$ cat src/rtl/frame_ctrl_pkg.sv
package frame_ctrl_pkg;
  typedef enum logic [1:0] {
    ST_IDLE  = 2'd0,
    ST_ARMED = 2'd1,
    ST_BUSY  = 2'd2,
    ST_DONE  = 2'd3
  } fc_state_e;
endpackage

$ cat src/rtl/fc_rst_stretch.sv
module fc_rst_stretch #(
  parameter int MIN_RST = 8,
  parameter int STRETCH = 2
) (
  input  logic clk,
  input  logic rst,
  output logic irst
);
  localparam int CW = $clog2(STRETCH + 1);
  localparam int LW = $clog2(MIN_RST + 1);

  logic [CW-1:0] hold_cnt = '0;
  logic [LW-1:0] len_cnt  = '0;

  // Extra internal-reset cycles after the input is released
  always_ff @(posedge clk) begin
    if (rst)
      hold_cnt <= CW'(STRETCH);
    else if (hold_cnt != '0)
      hold_cnt <= hold_cnt - CW'(1);
  end

  // Saturating count of consecutive reset cycles
  always_ff @(posedge clk) begin
    if (!rst)
      len_cnt <= '0;
    else if (len_cnt != LW'(MIN_RST))
      len_cnt <= len_cnt + LW'(1);
  end

  assign irst = rst || (hold_cnt != '0);

  // Input assumption: reset pulse long enough
  p_rst_len_r2: assert property (@(posedge clk)
    $fell(rst) |-> (len_cnt == LW'(MIN_RST)));
  // internal reset stays asserted right after the release
  p_hold_after_release_r2: assert property (@(posedge clk)
    $fell(rst) |-> irst);
endmodule

$ cat src/rtl/fc_event_sel.sv
module fc_event_sel (
  input  logic clk,
  input  logic comp,
  input  logic vsync_in,
  input  logic dsync,
  output logic evt
);
  logic vs_q = 1'b1;

  always_ff @(posedge clk) vs_q <= vsync_in;

  assign evt = comp ? (vsync_in && !vs_q) : dsync;

  // in compression an event always coincides with a fresh edge
  p_evt_edge_r4: assert property (@(posedge clk)
    (evt && comp) |-> (vsync_in && !$past(vsync_in)));
endmodule

$ cat src/rtl/fc_fsm.sv
module fc_fsm
  import frame_ctrl_pkg::*;
(
  input  logic clk,
  input  logic irst,
  input  logic go,
  input  logic start,
  input  logic seq,
  input  logic evt,
  input  logic eof,
  output logic fbusy,
  output logic go_clr
);
  fc_state_e st, nxt;

  always_comb begin
    nxt = st;
    unique case (st)
      ST_IDLE:  if (go && start) nxt = ST_ARMED;
      ST_ARMED: begin
        if (!go || !start) nxt = ST_IDLE;
        else if (evt)      nxt = ST_BUSY;
      end
      ST_BUSY:  if (eof) nxt = ST_DONE;
      ST_DONE:  nxt = ST_IDLE;
      default:  nxt = ST_IDLE;
    endcase
  end

  always_ff @(posedge clk) begin
    if (irst) begin
      st     <= ST_IDLE;
      fbusy  <= 1'b0;
      go_clr <= 1'b0;
    end else begin
      st     <= nxt;
      fbusy  <= (nxt == ST_BUSY);
      go_clr <= (nxt == ST_DONE) && !seq;
    end
  end

  // losing GO or START while armed disarms
  p_disarm_r3: assert property (@(posedge clk) disable iff (irst)
    (st == ST_ARMED && (!go || !start)) |=> (st == ST_IDLE));
  // DONE never lasts more than one cycle
  p_done_short_r7: assert property (@(posedge clk) disable iff (irst)
    (st == ST_DONE) |=> (st == ST_IDLE));
endmodule

$ cat src/rtl/frame_ctrl.sv
module frame_ctrl #(
  parameter int MIN_RST = 8,
  parameter int STRETCH = 2
) (
  input  logic clk,
  input  logic rst,
  input  logic go,
  input  logic start,
  input  logic comp,
  input  logic seq,
  input  logic vsync_in,
  input  logic dsync,
  input  logic eof,
  output logic fbusy,
  output logic go_clr
);
  logic irst;
  logic evt;

  fc_rst_stretch #(.MIN_RST(MIN_RST), .STRETCH(STRETCH)) u_rst (
    .clk(clk), .rst(rst), .irst(irst)
  );

  fc_event_sel u_evt (
    .clk(clk), .comp(comp), .vsync_in(vsync_in), .dsync(dsync), .evt(evt)
  );

  fc_fsm u_fsm (
    .clk(clk), .irst(irst), .go(go), .start(start), .seq(seq),
    .evt(evt), .eof(eof), .fbusy(fbusy), .go_clr(go_clr)
  );

  p_rst_quiet_r1: assert property (@(posedge clk)
    rst |=> (!fbusy && !go_clr));
  p_stretch_quiet_r2: assert property (@(posedge clk)
    irst |=> !fbusy);
  p_start_armed_r3: assert property (@(posedge clk) disable iff (rst)
    $rose(fbusy) |-> ($past(go) && $past(start)));
  p_comp_edge_r4: assert property (@(posedge clk) disable iff (rst)
    ($rose(fbusy) && $past(comp)) |-> ($past(vsync_in) && !$past(vsync_in, 2)));
  p_exp_dsync_r5: assert property (@(posedge clk) disable iff (rst)
    ($rose(fbusy) && !$past(comp)) |-> $past(dsync));
  p_hold_busy_r6: assert property (@(posedge clk) disable iff (irst)
    (fbusy && !eof) |=> fbusy);
  p_end_on_eof_r6: assert property (@(posedge clk) disable iff (rst)
    $fell(fbusy) |-> $past(eof));
  p_clr_single_r7: assert property (@(posedge clk) disable iff (rst)
    ($fell(fbusy) && !$past(seq)) |-> go_clr);
  p_clr_pulse_r7: assert property (@(posedge clk) disable iff (rst)
    go_clr |=> !go_clr);
  p_no_clr_seq_r8: assert property (@(posedge clk) disable iff (rst)
    go_clr |-> !$past(seq));
endmodule

$ cat config.mk
export PLATFORM = sky130hd
export DESIGN_NAME = frame_ctrl
export DESIGN_NICKNAME = d
export VERILOG_FILES = /design/src/rtl/frame_ctrl_pkg.sv /design/src/rtl/fc_rst_stretch.sv /design/src/rtl/fc_event_sel.sv /design/src/rtl/fc_fsm.sv /design/src/rtl/frame_ctrl.sv
export SDC_FILE = /design/constraint.sdc
export NUM_CORES = 1
export LEC_CHECK = 0
export BUFFER_PORTS_ARGS = -buffer_cell sky130_fd_sc_hd__buf_2
export CORE_AREA = 2 2 39 41
export CTS_BUF_LIST = sky130_fd_sc_hd__clkbuf_4 sky130_fd_sc_hd__clkbuf_8 sky130_fd_sc_hd__clkbuf_16
export CTS_CLUSTER_DIAMETER = 100
export DETAILED_ROUTE_END_ITERATION = 16
export DIE_AREA = 0 0 41 43
export GPL_TIMING_DRIVEN = 0
export HOLD_SLACK_MARGIN = 0.06
export PLACE_DENSITY_LB_ADDON = 0.1
export REMOVE_ABC_BUFFERS = 1
export SYNTH_ARGS = -nofsm -noshare
export SYNTH_HDL_FRONTEND = slang
export SYNTH_SLANG_ARGS = --single-unit
export TNS_END_PERCENT = 50
$ cat constraint.sdc
create_clock -name clk -period 1.9 [get_ports clk]
set_clock_uncertainty 0.2 [all_clocks]
set_input_delay 0.285 -clock clk [delete_from_list [all_inputs] [get_ports clk]]
set_output_delay 0.285 -clock clk [all_outputs]
set_load 0.01 [all_outputs]
==> results by group, run 1 <==
Placed design
  • DP Wirelength: around 450 µm
  • RePlAce Congestion: about 0.64
  • PortBufs: 10

Finish
  • Finished Core Util: slightly below 30%
  • Area Overhead vs Synth: 41.9%
  • Most frequent cells in the layout: buf_2, dfxtp_1, clkbuf_4, a21oi_1
  • Area of the multi-input gates: between 100 and 150 µm²
  • Seq. cell area: 140 µm²
  • Layout cells sized above 1: between 30% and 40%
  • Nets@finish: between 50 and 60
  • Most common cell after layout, fill and taps aside: buf_2
  • Diode count: 0
  • Fillers: 150

Detailed routing
  • Initial DRC count: 2
  • Via density: about 4.0
  • Residual DRC: 0
  • Via count: roughly 240
  • Post-route ant nets: 0
  • WL/cell: ~9.6 µm
  • WL final: roughly 580 µm
  • Drt pass-1 iters: 2

Setup path
  • Worst endpoint data arrival time: approximately 1.8 ns
  • CP Cell Sequence: dlygate4sd3_1 > buf_2 > nand2b_2 > or4b_1 > o31ai_1
  • Critical path class: in -> reg
  • Slowest CP cell: dlygate4sd3_1
  • R2R setup slack: approximately 0.30 ns
  • Setup crit start kind: primary input
  • CP max stage delay: 0.53 ns
  • CP max FO: 5
  • Data required, critical path: 1.86 ns
  • CP Capture Type: flip-flop

Timing
  • Final Max Slew Viols: 0
  • Max Freq: ~560 MHz
  • RSZ-0062 raised after global routing: no
  • Setup violators final: 0
  • Fin crit period: 1.79 ns
  • Slew margin rel.: about 86%
  • Hold Vio Cnt, Final: 0
  • Setup TNS Final: 0 ns
  • Worst-Margin Slew: a little over 0.2 ns
  • Period utilization: 94.4%
  • Hold_ws: 0.113 ns

Floorplanning
  • Die Y: 43 µm
  • Horiz. Die Dim: approximately 41 µm
  • # rows: 14
  • I/O pin count: 11
  • Die ar.: 1760 µm²
  • Core box area: roughly 1400 µm²
  • Initial cell density of the core: 20.7%

Clock tree
  • Root buffer cell: clkbuf_4
  • Clock buffer depth: 2
  • Setup Buffers After CTS: 0
  • Num CTS Buffers: 3
  • Clk slew on worst S/H paths: approximately 0.06 ns
  • Post-cts resize count: 0
  • Htree depth: 1
  • CTS tree: yes
  • Worst-Skew Late Latency: ~0.25 ns
  • CTS Sinks: 7
  • CTS hold repair buffers: 2

Logic synthesis
  • Synth cell types: 16
  • Synth top area share: roughly half
  • Cell taking the most area after synthesis: dfxtp_1
  • Largest cells by area after synthesis: dfxtp_1, and3b_1, a21oi_1
  • Mean Syn Cell Area: slightly above 10 µm²
  • Yosys warns: 0
  • Register bit count reported by yosys: 7
  • Synthesized instance count: 28
  • Syn Std Cell Area: between 200 and 300 µm²
  • Sequential area share after synthesis: ~49%

Power
  • Pwr dens: 1050 nW/µm²
  • Pleak: 0.000185 µW
  • Peak VDD IR: approximately 380 µV

GRT
  • Largest net degree at the start of global routing: 6
  • Antenna violations before repair: 0
  • Number of global-route vias before repair: approximately 250
  • First-pass GRT wire length: around 940 µm
  • Total track usage: roughly 8.7%
  • Total grt overflow: 0

Run status
  • Status: finished, final reports clean

Job
  • Max Cap Viol: 0

Worst hold path
  • Hold WC Path Type: in -> reg
==> worst paths after layout <==
check                     from  cells after the start           end
max reg2reg  u_rst.hold_cnt[1]                      5   u_fsm.st[0]
min reg2reg        u_fsm.st[0]                      1  u_fsm.go_clr
min                        seq                      3  u_fsm.go_clr
max                        rst                      5   u_fsm.st[0]
==> logic make-up after synthesis <==
| kind of cell | Yosys count | share of synthesized area (%) |
|---|---|---|
| DFF | 7 | 48.9 |
| buffers and inverters | 2 | 2.62 |
| adders and majority gates | 1 | 4.37 |
| and+or+nand+nor | 11 | 27.1 |
| xor gates and xnor gates | 1 | 3.06 |
| muxes | 1 | 3.49 |
| AOI/OAI and AO/OA | 5 | 10.5 |
==> power by group <==
| part | internal, µW | switching (µW) |
|---|---|---|
| Combinational | 52.1 | 48.8 |
| Sequential | 170 | 10.8 |
| Clock | 94.3 | 52.6 |
| Total | 316 | 112 |
==> through the flow <==
step,instances,cell area [µm²],worst slack [ns],total power (µW)
6_report,60,407,0.106,428
5_1_grt,60,407,0.0763,467
4_1_cts,60,407,0.116,442
3_5_place_dp,54,357,0.307,285
3_3_place_gp,54,357,0.332,273
2_1_floorplan,28,287,0.390,257
==> routing by layer <==
layer,part of all wire (%),track usage [%]
met5,0,0
met2,49,11.6
met4,1.7,8.00
met1,41,9.06
met3,8.0,4.71
==> sequential cells by signal (all words and copies together) (netlist names) <==
name and count:
u_fsm.fbusy 1, u_fsm.st 2, u_fsm.go_clr 1, u_evt.vs_q 1
u_rst.hold_cnt 2
==> synthesized netlist by cell type (all sizes together) <==
library cell and n:
mux2i 1, nor2 2, nor2b 1, nand2b 2
nor4b 1, o31ai 1, or4b 1, xor2 1
ha 1, a21oi 3, or2 2, dfxtp 7
o211ai 1, inv 2, and3b 2
==> area by class of cell <==
| type | instances | share of cell area [%] |
|---|---|---|
| clock buffers | 4 | 7.38 |
| inverters | 2 | 1.85 |
| multi-input cells | 19 | 34.2 |
| flip-flops and latches | 7 | 34.5 |
| well taps | 16 | 4.92 |
| repair buffers | 12 | 17.2 |
==> critical path, delay by kind of cell <==
family	cells	cell delay [ns]
AO/OA/AOI/OAI	1	0.07
AND/OR/NAND/NOR	2	0.74
buffers and inverters	2	0.66
Note: power is estimated with default switching activity, not from simulation.
==> inputs of run 2 (changes only) <==
PLACE_DENSITY = 0.54   (was default)
PLACE_DENSITY_LB_ADDON = default   (was 0.1)
SYNTH_HIERARCHICAL = 1   (was default)
==> run 2 against run 1 <==
  * Worst hold slack gained 0.0062 ns
  * Sequential power is essentially flat
  * Critical path type unchanged
  * Non-clock buffer count increased by 1
  * Via count rose by 2.1%
  * Sequential share of layout area decreased by 0.93 points
  * Combinational power is essentially flat
  * Final cell count up 5.0%
  * Critical endpoint is now u_fsm/st[1]
  * Synthesized cell count rose by 7.1%
  * Critical path depth is 2 higher
==> results by group, run 2 <==
Run status
  • Status: finished, final reports clean

Timing
  • Final Max Slew Viols: 0
  • Setup TNS Final: 0 ns
  • Hold Vio Cnt, Final: 0
  • Setup violators final: 0
  • Fin crit period: roughly 1.7 ns
  • Slew margin rel.: 83.9%
  • Final setup margin: around 0.19 ns
  • RSZ-0062 raised after global routing: no
  • Period utilization: between 90% and 100%
  • Worst-Margin Slew: about 0.24 ns
  • Max Freq: roughly 600 MHz

Floorplanning
  • # rows: 14
  • Core box area: about 1400 µm²
  • Die Y: approximately 43 µm
  • I/O pin count: 11
  • Die ar.: 1760 µm²
  • Horiz. Die Dim: slightly above 40 µm
  • Initial cell density of the core: 20.8%

Clock tree
  • Setup Buffers After CTS: 0
  • Htree depth: 1
  • Clock buffer depth: 2
  • CTS tree: yes
  • Root buffer cell: clkbuf_4
  • Num CTS Buffers: 3
  • CTS hold repair buffers: 3
  • Clk slew on worst S/H paths: ~0.050 ns
  • CTS Sinks: 7
  • Post-cts resize count: 0
  • Worst-Skew Late Latency: between 0.2 and 0.3 ns

Detailed routing
  • WL final: slightly above 500 µm
  • Drt pass-1 iters: 4
  • Via density: 3.92
  • Via count: approximately 250
  • Post-route ant nets: 0
  • WL/cell: 8.11 µm
  • Residual DRC: 0
  • Initial DRC count: 4

GRT
  • Largest net degree at the start of global routing: 5
  • Total grt overflow: 0
  • First-pass GRT wire length: a little over 900 µm
  • Number of global-route vias before repair: between 200 and 250
  • Antenna violations before repair: 0
  • Total track usage: under 10%

Setup path
  • Worst endpoint data arrival time: 1.69 ns
  • R2R setup slack: roughly 0.45 ns
  • Critical path class: in -> reg
  • CP Capture Type: flip-flop
  • Setup crit start kind: primary input
  • CP max FO: 2
  • CP Cell Sequence: dlygate4sd3_1 > buf_2 > nand3b_1 > o21ai_1 > nand2_1 > or3_1 > a21oi_1
  • Data required, critical path: 1.88 ns
  • Slowest CP cell: dlygate4sd3_1
  • CP max stage delay: between 0.5 and 0.6 ns

Finish
  • Most common cell after layout, fill and taps aside: buf_2
  • Most frequent cells in the layout: buf_2, dfxtp_1, clkbuf_4
  • Area of the multi-input gates: 136 µm²
  • Diode count: 0
  • Area Overhead vs Synth: 45.2%
  • Biggest regs: u_fsm/st (2), u_rst/hold_cnt (2)
  • Seq. cell area: about 140 µm²
  • Nets@finish: 58
  • Layout cells sized above 1: about a third
  • Fillers: between 150 and 200

Logic synthesis
  • Synth cell types: 17
  • EDFF count, synth: 0
  • Register bit count reported by yosys: 7
  • Synth top area share: about half
  • Top post-synthesis cells by count: dfxtp_1, a21oi_1, inv_1
  • Most common cell in the netlist: dfxtp_1
  • Cell taking the most area after synthesis: dfxtp_1
  • Top FF cell, synth: dfxtp_1
  • Yosys warns: 6
  • Syn Std Cell Area: approximately 290 µm²
  • Mean Syn Cell Area: 9.59 µm²
  • Sequential area share after synthesis: a little under 50%
  • Largest cells by area after synthesis: dfxtp_1, a21oi_1, nand3b_1
  • Async set-reset flop share out of synthesis: 0%
  • Synthesized instance count: 30

Job
  • Max Cap Viol: 0

Power
  • Peak VDD IR: a little over 400 µV
  • Pleak: around 0.00019 µW
  • Pwr dens: between 1000 and 1500 nW/µm²

Placed design
  • RePlAce Congestion: ~0.62
  • Place WS: 0.457 ns
  • PortBufs: 10

Worst hold path
  • Hold WC Path Type: in -> reg
## run 2: changes by cell type after synthesis, sizes merged, moves of 2 or more
cell and delta:
and3b -2, nand2 +2, nand3b +2, or2b +2
## run 2: area by class of cell
class	count	share of cell area (%)
repair buffers	13	19.2
well taps	16	4.79
clock buffers	4	7.19
flip-flops and latches	7	33.5
inverters	3	2.69
multi-input cells	20	32.6
## run 2: cell families after synthesis
group | synth area share (%)
adders and majority gates | 4.35
AOI/OAI and AO/OA | 13.0
buffers and inverters | 3.91
DFF | 48.7
xor gates and xnor gates | 3.04
and+or+nand+nor | 27.0
## run 2: through the flow
step | hold slack, ns | cells | total power [µW] | util, % | area, µm²
after global placement | 0.203 | 56 | 273 | 25.9 | 358
final | 0.119 | 63 | 428 | 30.2 | 418
after CTS | 0.110 | 63 | 437 | 30.2 | 418
after global routing | 0.125 | 63 | 467 | 30.2 | 418
after floorplan | 0.113 | 30 | 254 | - | 288
after detailed placement | 0.208 | 56 | 277 | 25.9 | 358
## run 2: worst max-delay path: cells and delay by family
family | cells | cell delay, ns
buf+inv | 2 | 0.62
compound gates | 2 | 0.26
simple gates | 3 | 0.51
## run 2: power breakdown
part           internal [µW]  switching (µW)
combinational           54.3            44.0
sequential               169            11.1
clock                   94.4            54.9
total                    318             110
## run 2: layer usage
metal / share of wire (%) / up-vias / GRT usage, %
met5: 0 / - / 0
met4: 0.78 / 0 / 6.00
met3: 11 / 2 / 6.28
met2: 37 / 10 / 9.38
met1: 51 / 100 / 10.0
li1: - / 135 / -
## run 2: path summary, 6_finish.rpt
kind	cells after the start	end	from
worst max-delay path	7	u_fsm/st[1]	vsync_in
worst min-delay path	2	u_fsm/go_clr	eof
worst max register to register	4	u_fsm/go_clr	u_rst/hold_cnt[0]
worst min register to register	2	u_fsm/go_clr	u_fsm/st[1]
==> inputs of run 3 (changes only) <==
BUFFER_PORTS_ARGS = -buffer_cell sky130_fd_sc_hd__clkbuf_2   (was -buffer_cell sky130_fd_sc_hd__buf_2)
==> run 3 against run 2 <==
  * Design area unchanged
  * Critical path depth stayed put
  * Wire length down 5.9%
  * Clock power about the same
  * Global-route usage is 0.70 points lower
  * Combinational power is 2.2% lower
  * Critical endpoint unchanged
  * Largest power group unchanged
==> results by group, run 3 (synthesis gave the netlist of run 2 again) <==
Floorplanning
  • # rows: 14
  • Die Y: between 40 and 50 µm
  • I/O pin count: 11
  • Initial cell density of the core: between 20% and 30%
  • Horiz. Die Dim: slightly above 40 µm
  • Die ar.: ~1800 µm²
  • Core box area: ~1400 µm²

Finish
  • Final instance area: 418 µm²
  • Area Overhead vs Synth: 45.2%
  • Most frequent cells in the layout: clkbuf_2, dfxtp_1, clkbuf_4
  • Most common cell after layout, fill and taps aside: clkbuf_2
  • Biggest regs: u_fsm/st (2), u_rst/hold_cnt (2)
  • Layout cells sized above 1: between 30% and 40%
  • Nets@finish: 58
  • Fillers: 142
  • Diode count: 0

Power
  • Net Sw Frac: roughly 25%
  • Clk network pwr share: 35.1%
  • Sw Pwr: between 100 and 150 µW
  • Internal power: 318 µW
  • Comb pwr share: roughly 23%
  • Pwr dens: 1020 nW/µm²
  • Reg power frac: 42.3%
  • Pleak: 0.000189 µW
  • Peak VDD IR: approximately 430 µV

Clock tree
  • Worst-Skew Late Latency: 0.25 ns
  • CTS tree: yes
  • Clk slew on worst S/H paths: 0.05 ns
  • Htree depth: 1
  • Post-cts resize count: 0
  • Root buffer cell: clkbuf_4
  • Num CTS Buffers: 3
  • Clock buffer depth: 2
  • CTS Sinks: 7

Detailed routing
  • WL/cell: around 7.6 µm
  • Residual DRC: 0
  • Post-route ant nets: 0
  • Drt pass-1 iters: 2
  • Via density: 3.92
  • Initial DRC count: 4
  • Via count: 247
  • WL final: ~480 µm

Setup path
  • R2R setup slack: ~0.48 ns
  • CP max stage delay: between 0.5 and 0.6 ns
  • Worst R2R Start: u_rst/hold_cnt[0]
  • R2R Path End: u_fsm/go_clr
  • Setup crit start kind: primary input
  • CP max FO: 2
  • Slowest CP cell: dlygate4sd3_1
  • CP Capture Type: flip-flop
  • CP startpoint: vsync_in
  • Data required, critical path: 1.87 ns
  • CP Cell Sequence: dlygate4sd3_1 > clkbuf_2 > nand3b_1 > o21ai_1 > nand2_1 > or3_1 > a21oi_1
  • Worst endpoint data arrival time: around 1.7 ns
  • R2r worst-path depth: 4
  • Critical path class: in -> reg
  • Critical Path Sink: u_fsm/st[1]

Job
  • Max Cap Viol: 0

GRT
  • Number of global-route vias before repair: about 230
  • First-pass GRT wire length: 821 µm
  • Largest net degree at the start of global routing: 5
  • Total grt overflow: 0
  • Antenna violations before repair: 0
  • Total track usage: about 7.5%

Timing
  • RSZ-0062 raised after global routing: no
  • Worst-Margin Slew: ~0.22 ns
  • Setup TNS Final: 0 ns
  • Slew margin rel.: 84.9%
  • Hold Vio Cnt, Final: 0
  • Fin crit period: 1.71 ns
  • Setup violators final: 0
  • Final Max Slew Viols: 0
  • Period utilization: 90.0%
  • Max Freq: slightly below 600 MHz

Placed design
  • Placed instance area: roughly 360 µm²
  • PortBufs: 10
  • RePlAce Congestion: between 0.6 and 0.7
  • DP Wirelength: approximately 360 µm

Worst hold path
  • Hold WC Path Type: in -> reg
  • Worst hold stages: 2

Run status
  • Status: finished, final reports clean
-- run 3: worst min path at each step --
| stage | startpoint | to | slack [ns] |
|---|---|---|---|
| 5_1_grt | eof | u_fsm/go_clr | 0.10 |
| 3_5_place_dp | vsync_in | u_evt/vs_q | 0.21 |
| 2_1_floorplan | vsync_in | u_evt/vs_q | 0.11 |
| 3_3_place_gp | vsync_in | u_evt/vs_q | 0.20 |
| 6_report | eof | u_fsm/go_clr | 0.11 |
| 4_1_cts | eof | u_fsm/go_clr | 0.10 |
-- run 3: critical path: cells and delay by family --
family / cells / cell delay, ns
buffers and inverters: 2 / 0.64
AOI/OAI and AO/OA: 2 / 0.27
and+or+nand+nor: 3 / 0.50
-- run 3: power by group through the flow --
stage	Clock, µW	Sequential, µW	Combinational, µW
2_1_floorplan	0	181	72.9
3_3_place_gp	0	182	90.9
3_5_place_dp	0	183	91.9
4_1_cts	158	180	97.9
5_1_grt	169	181	113
6_report	150	180	96.1
-- run 3: cell type report --
class / instances / area (µm²) / share of cell area, %
repair buffers: 13 / 80.1 / 19.2
multi-input cells: 20 / 136 / 32.6
flip-flops and latches: 7 / 140 / 33.5
inverters: 3 / 11.3 / 2.69
well taps: 16 / 20.0 / 4.79
clock buffers: 4 / 30.0 / 7.19
-- run 3: metrics by stage --
step | power (µW) | instances | utilization [%] | setup WS (ns) | hold slack (ns)
after floorplan | 254 | 30 | - | 0.575 | 0.113
after global routing | 464 | 63 | 30.2 | 0.101 | 0.105
after CTS | 436 | 63 | 30.2 | 0.204 | 0.102
after global placement | 273 | 56 | 25.9 | 0.483 | 0.205
after detailed placement | 275 | 56 | 25.9 | 0.474 | 0.209
final | 426 | 63 | 30.2 | 0.189 | 0.109
-- run 3: what timing repair did --
action | 4_1_cts | 5_1_grt
setup endpoints to repair | 0 | 0
hold buffers | 3 | 0
buffers inserted | 0 | 0
endpoints found under the hold margin | 4 | 0
-- run 3: layer usage --
metal	track usage (%)	wire [µm]	up-vias
met1	7.44	244	103
met4	0	0	0
li1	-	-	134
met3	9.42	45	0
met5	0	0	-
met2	10.6	191	10
